--- src/rtl/mesi_line_ctrl.sv ---
module mesi_line_ctrl #(
  parameter int LINES = 4,
  parameter int AW    = 32,
  localparam int IW   = (LINES > 1) ? $clog2(LINES) : 1
) (
  input  logic          clk,
  input  logic          rst_n,
  input  logic          cfg_nocache,
  input  logic          cfg_nowrite,
  input  logic          cpu_req,
  input  logic [1:0]    cpu_op,
  input  logic [IW-1:0] cpu_set,
  input  logic [AW-1:0] cpu_addr,
  input  logic          pol_wb,
  output logic          cpu_hit,
  output logic          wt_req,
  output logic          ext_rd,
  input  logic          snp_stb,
  input  logic [AW-1:0] snp_addr,
  input  logic          snp_inv,
  output logic          snp_hit,
  output logic          snp_hitm,
  output logic          wb_req,
  output logic [AW-1:0] wb_addr,
  input  logic          wb_ack,
  input  logic          flush_req,
  output logic          flush_done,
  output logic          busy
);
  localparam logic [1:0] ST_I = 2'd0, ST_S = 2'd1, ST_E = 2'd2, ST_M = 2'd3;
  localparam logic [1:0] OP_RD = 2'd0, OP_WR = 2'd1, OP_FILL = 2'd2, OP_LOCK = 2'd3;

  typedef enum logic [1:0] {F_IDLE, F_SCAN, F_WB} fsm_t;

  logic [1:0]    st  [LINES];
  logic [AW-1:0] tag [LINES];
  fsm_t          fsm;
  logic [IW-1:0] ptr;
  logic [1:0]    wb_final;
  logic          wb_lock, wb_flush;

  wire cache_on = !cfg_nocache && !cfg_nowrite;
  wire [1:0] cst = st[cpu_set];
  wire chit = cache_on && (cst != ST_I) && (tag[cpu_set] == cpu_addr);
  wire idle = (fsm == F_IDLE);
  wire take_snp = idle && snp_stb;
  wire take_fl  = idle && !snp_stb && flush_req;
  wire take_cpu = idle && !snp_stb && !flush_req && cpu_req;
  wire last = (ptr == IW'(LINES - 1));

  logic          s_any;
  logic [IW-1:0] s_idx;
  always_comb begin
    s_any = 1'b0;
    s_idx = '0;
    for (int i = LINES - 1; i >= 0; i--) begin
      if (st[i] != ST_I && tag[i] == snp_addr) begin
        s_any = 1'b1;
        s_idx = IW'(i);
      end
    end
  end

  assign busy    = !idle;
  assign wb_req  = (fsm == F_WB);
  assign wb_addr = tag[ptr];

  always_ff @(posedge clk) begin
    if (!rst_n) begin
      for (int i = 0; i < LINES; i++) begin
        st[i]  <= ST_I;
        tag[i] <= '0;
      end
      fsm        <= F_IDLE;
      ptr        <= '0;
      wb_final   <= ST_I;
      wb_lock    <= 1'b0;
      wb_flush   <= 1'b0;
      cpu_hit    <= 1'b0;
      wt_req     <= 1'b0;
      ext_rd     <= 1'b0;
      snp_hit    <= 1'b0;
      snp_hitm   <= 1'b0;
      flush_done <= 1'b0;
    end else begin
      cpu_hit    <= 1'b0;
      wt_req     <= 1'b0;
      ext_rd     <= 1'b0;
      snp_hit    <= 1'b0;
      snp_hitm   <= 1'b0;
      flush_done <= 1'b0;
      case (fsm)
        F_IDLE: begin
          if (take_snp) begin
            snp_hit  <= s_any;
            snp_hitm <= s_any && (st[s_idx] == ST_M);
            if (s_any) begin
              if (st[s_idx] == ST_M) begin
                fsm      <= F_WB;
                ptr      <= s_idx;
                wb_final <= snp_inv ? ST_I : ST_S;
                wb_lock  <= 1'b0;
                wb_flush <= 1'b0;
              end else begin
                st[s_idx] <= snp_inv ? ST_I : ST_S;
              end
            end
          end else if (take_fl) begin
            fsm <= F_SCAN;
            ptr <= '0;
          end else if (take_cpu) begin
            case (cpu_op)
              OP_RD: begin
                cpu_hit <= chit;
                ext_rd  <= !chit;
              end
              OP_WR: begin
                wt_req <= !(chit && (cst == ST_E || cst == ST_M));
                if (chit && cst == ST_E) st[cpu_set] <= ST_M;
                else if (chit && cst == ST_S && pol_wb) st[cpu_set] <= ST_E;
              end
              OP_FILL: begin
                if (cache_on) begin
                  st[cpu_set]  <= pol_wb ? ST_E : ST_S;
                  tag[cpu_set] <= cpu_addr;
                end
              end
              default: begin
                if (chit && cst == ST_M) begin
                  fsm      <= F_WB;
                  ptr      <= cpu_set;
                  wb_final <= ST_I;
                  wb_lock  <= 1'b1;
                  wb_flush <= 1'b0;
                end else begin
                  ext_rd <= 1'b1;
                  if (chit) st[cpu_set] <= ST_I;
                end
              end
            endcase
          end
        end
        F_SCAN: begin
          if (st[ptr] == ST_M) begin
            fsm      <= F_WB;
            wb_final <= ST_I;
            wb_lock  <= 1'b0;
            wb_flush <= 1'b1;
          end else begin
            st[ptr] <= ST_I;
            if (last) begin
              fsm        <= F_IDLE;
              flush_done <= 1'b1;
            end else begin
              ptr <= ptr + 1'b1;
            end
          end
        end
        default: begin
          if (wb_ack) begin
            st[ptr] <= wb_final;
            ext_rd  <= wb_lock;
            if (wb_flush) begin
              if (last) begin
                fsm        <= F_IDLE;
                flush_done <= 1'b1;
              end else begin
                fsm <= F_SCAN;
                ptr <= ptr + 1'b1;
              end
            end else begin
              fsm <= F_IDLE;
            end
          end
        end
      endcase
    end
  end

  assert_hitm_with_wb_R7: assert property (@(posedge clk) disable iff (!rst_n)
    snp_hitm |-> (snp_hit && wb_req));
  assert_wb_hold_R7: assert property (@(posedge clk) disable iff (!rst_n)
    (wb_req && !wb_ack) |=> (wb_req && $stable(wb_addr)));
  assert_cpu_hit_no_ext_R3: assert property (@(posedge clk) disable iff (!rst_n)
    cpu_hit |-> !ext_rd);
  assert_done_idle_R10: assert property (@(posedge clk) disable iff (!rst_n)
    flush_done |-> !busy);
  assert_busy_blocks_wt_R11: assert property (@(posedge clk) disable iff (!rst_n)
    busy |=> !wt_req);
endmodule

--- config.mk ---
export PLATFORM = sky130hd
export DESIGN_NAME = mesi_line_ctrl
export DESIGN_NICKNAME = d
export VERILOG_FILES = /design/src/rtl/mesi_line_ctrl.sv
export SDC_FILE = /design/constraint.sdc
export NUM_CORES = 1
export LEC_CHECK = 0
export ABC_AREA = 1
export ABC_CLOCK_PERIOD_IN_PS = 4400
export BUFFER_PORTS_ARGS = -buffer_cell sky130_fd_sc_hd__buf_2
export CORE_ASPECT_RATIO = 0.5
export CORE_MARGIN = 3
export CORE_UTILIZATION = 55
export CTS_BUF_LIST = sky130_fd_sc_hd__clkbuf_4 sky130_fd_sc_hd__clkbuf_8
export CTS_CLUSTER_DIAMETER = 40
export DETAILED_ROUTE_END_ITERATION = 6
export PLACE_DENSITY = 0.89
export REMOVE_ABC_BUFFERS = 1
export SLEW_MARGIN = 25
export SYNTH_ARGS = -nofsm -noshare
export SYNTH_HDL_FRONTEND = slang
export SYNTH_SLANG_ARGS = --single-unit
--- constraint.sdc ---
create_clock -name clk -period 4.4 [get_ports clk]
set_input_delay 0.88 -clock clk [delete_from_list [all_inputs] [get_ports clk]]
set_output_delay 0.88 -clock clk [all_outputs]
set_load 0.02 [all_outputs]
==> impl_metrics.py, run 1 <==
metrics = {
    "worst_setup_path": {
        "required_ns": 4.59,
        "critPathLaunchType": "primary input",
        "path_cells": "buf_2 -> inv_2 -> buf_4 -> nand3_1 -> nand2_1 -> nand2_1 -> nand2_1 -> nor2_1 -> nand3_1 -> nor2_2 -> nand4_1 -> nand2_1 -> o21ai_1 -> nand3_1 -> nand2_1 -> inv_2 -> nand2_1 -> nand2_1",
        "crit_path_end_kind": "flop",
        "r2r_start": "tag[2][16]$_SDFFCE_PN0P_",
        "crit_top_cell": "nand2_1",
        "critPathMaxFanout": 12,
        "cpMaxStageDelayCell": "buf_2",
        "slowest_delay_ns": 0.31,
        "crit_start": "cpu_set[1]",
        "crit_type": "in2reg",
        "critical_path_arrival_ns": 3.50,
    },
    "place": {
        "place_inst": 1939,
        "io_buffers": 117,
        "dp_hpwl_mm": 30.5,
        "dp_slack_ns": 0.779,
        "place.gp.congestion": 1.16,
    },
    "global_route": {
        "grt_pass1_vias": 10800,
        "grt_util_all_layers": 0.378,
        "grt_max_degree": 60,
        "overflow": 0,
        "grt_pass1_wl_mm": 61.9,
        "antenna_found_initial": 2,
    },
    "power_and_ir_drop": {
        "irDropWorstVdd_mv": 0.264,
        "powerDensity_nw_per_um2": 363,
        "p_leak_nw": 5.74,
        "total_power_mw": 4.37,
    },
    "yosys": {
        "synth.avg_cell_area_um2": 6.77,
        "yosysWarnings": 0,
        "yosysSeqAreaShare": 0.404,
        "ys_ff_latch": 151,
        "synthCells": 1603,
        "synthDistinctLibCells": 38,
        "synth_area_um2": 10800,
    },
    "layout": {
        "layout-drive-gt1-share": 0.114,
        "finalCoreUtilization": 0.638,
        "seq_area_um2": 4380,
        "finalNonFillerCells": 1971,
        "fill_cells": 1689,
        "multi_input_area_um2": 5370,
        "fin_nets": 1777,
        "final_cell_mix": "nand2_1 (455), nor2_1 (239), inv_1 (202), edfxtp_1 (136), nand3_1 (121)",
        "diodes": 0,
        "final_common_cell": "nand2_1",
        "syn_to_final_growth_pct": 11.0,
    },
    "outcome": {
        "violations": "DRC",
        "outcome": "finished, violations left",
    },
    "floorplanning": {
        "core_um2": 18900,
        "fp-row-count": 35,
        "die_x_um": 205,
        "dieHeight_um": 105,
        "initial_core_util": 0.575,
        "io_pins": 118,
        "die-area_um2": 21500,
    },
    "clocking": {
        "cts_buffers": 17,
        "clk_latency_ns": 0.48,
        "cts.clk_slew.worst_paths_ns": 0.08,
        "clockBufferDepth": 2,
        "cts.sink_count": 151,
        "cts_tree": "built",
        "ctsHtreeMaxLevel": 4,
        "postCtsSetupRepairBufs": 0,
        "hold_buffers": 0,
        "root_buffer": "clkbuf_8",
        "cts_resized": 0,
    },
    "sta": {
        "fin_tns_setup_ns": 0,
        "final.period_utilization": 0.752,
        "setup_violations": 0,
        "final-max-slew-violation-count": 0,
        "fin_crit_ns": 3.31,
        "setup_ws_ns": 1.09,
        "rsz0062_at_grt": "false",
        "worst_pin_slew_ns": 0.795,
        "fin_skew_ns": 0.0153,
        "maxClockFrequency_mhz": 302,
        "slew-limit-headroom": 0.470,
        "hold_viol_final": 0,
    },
    "routing": {
        "vias": 12000,
        "vias_per_cell": 6.06,
        "wl_per_cell_um": 20.8,
        "route.detailed.drc": 10,
        "wl_mm": 40.9,
        "ant_nets": 0,
        "drtIter0Drc": 2192,
        "drtPass1Iterations": 7,
    },
    "flow_run": {
        "cap_violations": 0,
    },
    "min_path": {
        "min_path_type": "reg2reg",
        "min_from": "wb_final[0]$_SDFFE_PN0P_",
    },
}
## cells by family after synthesis
logic type	count (synthesis)	synth area share
AOI/OAI and AO/OA	216	0.106
xor gates and xnor gates	52	0.0420
buffers and inverters	280	0.103
DFF	151	0.404
and+or+nand+nor	904	0.345
## critical path, delay by kind of cell
family	cells	cell delay [ns]
simple gates	13	1.71
compound gates	1	0.11
buf+inv	4	0.80
## final timing paths
check                                                end  slack, ns  cells after the start
worst max-delay path              st[0][0]$_SDFFCE_PN0P_       1.09                     18
worst min-delay path            wb_final[0]$_SDFFE_PN0P_       0.46                      2
worst max register to register    st[0][0]$_SDFFCE_PN0P_       1.18                     17
worst min register to register  wb_final[0]$_SDFFE_PN0P_       0.46                      2
## synthesized netlist by cell type (all sizes together)
cell	count	share of area
a2111oi	1	0.00081
a211oi	2	0.0014
a21oi	99	0.046
a22oi	1	0.00069
a31oi	1	0.0012
and2	1	0.00058
buf	30	0.016
clkbuf	35	0.012
clkinv	2	0.00069
dfxtp	15	0.028
edfxtp	136	0.38
inv	213	0.074
nand2	456	0.16
nand3	122	0.057
nand3b	6	0.0042
nand4	25	0.016
nor2	243	0.085
nor3	45	0.021
nor3b	1	0.00069
nor4	3	0.0017
o211ai	2	0.0014
o21ai	88	0.041
o221ai	6	0.0048
o22ai	16	0.0092
or2	2	0.0012
xnor2	28	0.023
xor2	24	0.019
## metal layers
| metal | global-route usage | up-vias | part of all wire | wire, um |
|---|---|---|---|---|
| met2 | 0.538 | 1083 | 0.41 | 16600 |
| met4 | 0.109 | 4 | 0.029 | 1190 |
| li1 | - | 5374 | - | - |
| met1 | 0.549 | 5363 | 0.39 | 15800 |
| met5 | 0 | - | 0.0010 | 42 |
| met3 | 0.123 | 127 | 0.18 | 7270 |
## layout make-up
cell class	count	area share
clock buffers	19	0.0207
repair buffers	142	0.0663
clock inverters	13	0.00894
multi-input cells	1172	0.446
inverters	215	0.0670
well taps	259	0.0269
flip-flops and latches	151	0.364
## per-stage QoR
step / instance area [um2] / hold slack (ns)
after floorplan: 10500 / 0.431
after global placement: 11700 / 0.452
after detailed placement: 11700 / 0.454
after CTS: 12000 / 0.466
after global routing: 12000 / 0.496
final: 12000 / 0.459
## power breakdown
part           total (mW)  switching [mW]  internal, mW  leakage, nW
Clock                1.03           0.576         0.452        0.160
Combinational        1.60            1.13         0.471         4.05
Sequential           1.74          0.0866          1.65         1.53
Total                4.37            1.80          2.57         5.74
## sequential cells by signal, summed over array words and instances, names as in the netlist, named ones only
signal,flops
wt_req,1
snp_hitm,1
ptr,2
ext_rd,1
fsm,2
wb_flush,1
tag,128
snp_hit,1
wb_final,1
cpu_hit,1
flush_done,1
wb_lock,1
st,8
Power figures use the tool's default switching activity.
==> run 2: changes to the inputs <==
--- a/config.mk
+++ b/config.mk
@@ -6,7 +6,7 @@
 export NUM_CORES = 1
 export LEC_CHECK = 0
 export ABC_AREA = 1
-export ABC_CLOCK_PERIOD_IN_PS = 4400
+export ABC_CLOCK_PERIOD_IN_PS = 3100
 export BUFFER_PORTS_ARGS = -buffer_cell sky130_fd_sc_hd__buf_2
 export CORE_ASPECT_RATIO = 0.5
 export CORE_MARGIN = 3
@@ -14,7 +14,7 @@
 export CTS_BUF_LIST = sky130_fd_sc_hd__clkbuf_4 sky130_fd_sc_hd__clkbuf_8
 export CTS_CLUSTER_DIAMETER = 40
 export DETAILED_ROUTE_END_ITERATION = 6
-export PLACE_DENSITY = 0.89
+export PLACE_DENSITY = 0.86
 export REMOVE_ABC_BUFFERS = 1
 export SLEW_MARGIN = 25
 export SYNTH_ARGS = -nofsm -noshare
==> constraint.sdc (replaced) <==
create_clock -name clk -period 3.1 [get_ports clk]
set_input_delay 0.62 -clock clk [delete_from_list [all_inputs] [get_ports clk]]
set_output_delay 0.62 -clock clk [all_outputs]
set_load 0.02 [all_outputs]
==> run 2 against run 1 <==
  * The flow still finishes with violations (DRC)
  * Setup slack worse by 0.94 ns
  * Count of clock-buffer cells in the layout is 2 lower
  * Power up 48%
  * Die area stayed put
  * Flip-flop and latch count unchanged
  * Critical path type is now reg2reg
  * Critical endpoint is now st[0][1]$_SDFFCE_PN0P_
==> impl_metrics.py, run 2 (synthesized netlist as in run 1, its figures left out) <==
metrics = {
    "routing": {
        "drtIter0Drc": 2207,
        "wl_mm": 40.5,
        "route.detailed.drc": 20,
        "vias_per_cell": 5.99,
        "vias": 12200,
        "wl_per_cell_um": 19.9,
        "drtPass1Iterations": 7,
        "ant_nets": 0,
    },
    "global_route": {
        "grt.met2_usage": 0.554,
        "antenna_found_initial": 0,
        "overflow": 0,
        "grt_pass1_vias": 11200,
        "busiest_layer": "met2",
        "grt_util_all_layers": 0.375,
        "grt_pass1_wl_mm": 62.0,
        "grtUsageMet1": 0.528,
        "grt_max_degree": 62,
        "use_met3": 0.104,
    },
    "power_and_ir_drop": {
        "p_leak_nw": 6.12,
        "total_power_mw": 6.45,
        "powerDensity_nw_per_um2": 509,
        "irDropWorstVdd_mv": 0.381,
    },
    "sta": {
        "slew-limit-headroom": 0.534,
        "fin_skew_ns": 0.0196,
        "hold_viol_final": 0,
        "final-max-slew-violation-count": 0,
        "fin_crit_ns": 2.95,
        "final.period_utilization": 0.951,
        "setup_violations": 0,
        "maxClockFrequency_mhz": 339,
        "worst_pin_slew_ns": 0.699,
    },
    "layout": {
        "final_area_um2": 12700,
        "layout-drive-gt1-share": 0.149,
        "final_cell_mix": "nand2_1 (455), nor2_1 (238), inv_1 (202), edfxtp_1 (136), nand3_1 (121)",
        "diodes": 0,
        "syn_to_final_growth_pct": 16.7,
        "fin_nets": 1842,
        "largest_reg_flops": 128,
        "largest_register": "tag",
        "finalNonFillerCells": 2036,
        "top_regs": "tag: 128 flops, st: 8 flops",
        "final_common_cell": "nand2_1",
    },
    "floorplanning": {
        "io_pins": 118,
        "die_x_um": 205,
        "die-area_um2": 21500,
        "dieHeight_um": 105,
        "core_um2": 18900,
        "fp-row-count": 35,
        "initial_core_util": 0.575,
    },
    "worst_setup_path": {
        "path_cells": "xnor2_1 -> nand3b_1 -> nor2_1 -> nand4_1 -> nand2_1 -> nand2_1 -> nand2_1 -> nand3_1 -> nand2_1 -> nand3_1 -> nand3_1 -> nand2_1 -> inv_2 -> nand2_1 -> nand2_1",
        "critical_path_arrival_ns": 3.14,
        "required_ns": 3.29,
        "crit_path_end_kind": "flop",
        "critPathLaunchType": "flop",
        "critPathMaxFanout": 4,
        "crit_type": "reg2reg",
        "reg2reg_to": "st[0][1]$_SDFFCE_PN0P_",
        "r2r_start": "tag[3][18]$_DFFE_PP_",
        "cpMaxStageDelayCell": "edfxtp_1",
        "r2r_setup_slack_ns": 0.15,
        "r2r_cells": 15,
        "slowest_delay_ns": 0.44,
        "crit_top_cell": "nand2_1",
    },
    "place": {
        "place.gp.congestion": 1.12,
        "placed_cell_area_um2": 12200,
        "dp_hpwl_mm": 30.0,
        "io_buffers": 117,
        "place_inst": 2004,
    },
    "clocking": {
        "cts.clk_slew.worst_paths_ns": 0.10,
        "root_buffer": "clkbuf_8",
        "hold_buffers": 0,
        "clk_latency_ns": 0.49,
        "clockBufferDepth": 2,
        "cts_buffers": 17,
        "cts.sink_count": 151,
        "ctsHtreeMaxLevel": 4,
        "cts_tree": "built",
    },
    "outcome": {
        "violations": "DRC",
        "outcome": "finished, violations left",
    },
    "min_path": {
        "whs_endpoint": "cpu_hit$_SDFF_PP0_",
        "min_path_type": "in2reg",
        "min_from": "cpu_op[1]",
        "hold_depth": 3,
    },
    "flow_run": {
        "cap_violations": 0,
    },
}
## run 2: cell count changes in the layout (fill, tap and decap cells not counted), moves of 2 or more
cell	previous run	this run
bufinv_16	1	3
buf_4	23	82
xnor2_1	28	26
clkbuf_4	2	0
xnor2_2	0	2
clkinvlp_4	7	3
buf_6	0	2
clkinv_4	0	4
buf_12	2	6
## run 2: worst max-delay path by stage
stage	from	endpoint	cells past startpoint
final	tag[3][18]$_DFFE_PP_	st[0][1]$_SDFFCE_PN0P_	15
after global routing	tag[3][3]$_DFFE_PP_	st[2][1]$_SDFFCE_PN0P_	17
after CTS	st[1][1]$_SDFFCE_PN0P_	st[0][0]$_SDFFCE_PN0P_	20
after detailed placement	cpu_set[0]	st[0][0]$_SDFFCE_PN0P_	22
after global placement	cpu_set[0]	st[0][1]$_SDFFCE_PN0P_	21
after floorplan	snp_stb	tag[2][0]$_SDFFCE_PN0P_	9
## run 2: cell type report
cell class | count | area (um2)
clock buffers | 17 | 234
inverters | 215 | 807
clock inverters | 15 | 178
well taps | 259 | 324
repair buffers | 207 | 1340
fillers | 1671 | 6210
flip-flops and latches | 151 | 4380
multi-input cells | 1172 | 5390
## run 2: through the flow
step | util | setup WS, ns | TNS [ns] | hold WS [ns]
finish | 0.671 | 0.151 | 0 | 0.442
floorplan | - | -1.04 | -116.83 | 0.431
detailed placement | 0.648 | -0.0548 | -0.253 | 0.466
global route | 0.671 | -0.00951 | -0.0221 | 0.465
global placement | 0.648 | -0.0794 | -0.462 | 0.448
CTS | 0.669 | 0.194 | 0 | 0.434
## run 2: power by group
group,internal [mW],switching [mW],leakage (nW)
clock network,0.797,0.851,0.198
logic,0.731,1.61,4.40
registers,2.34,0.120,1.53
total,3.87,2.58,6.12
## run 2: repair_timing
| item | CTS | global route |
|---|---|---|
| resized for setup | 0 | 5 |
| buffers inserted | 0 | 0 |
| setup endpoints to repair | 0 | 52 |
## run 2: critical path, delay by kind of cell (launching register included)
kind | cells | cell delay [ns]
XOR/XNOR | 1 | 0.38
buffers and inverters | 1 | 0.07
flip-flops | 1 | 0.44
AND/OR/NAND/NOR | 13 | 1.78
## run 2: routing by layer
metal  wire length (um)  vias to the layer above
met2              16600                     1053
met4               1790                        0
met1              15200                     5440
met3               6930                      189
met5                  0                        -
li1                   -                     5506
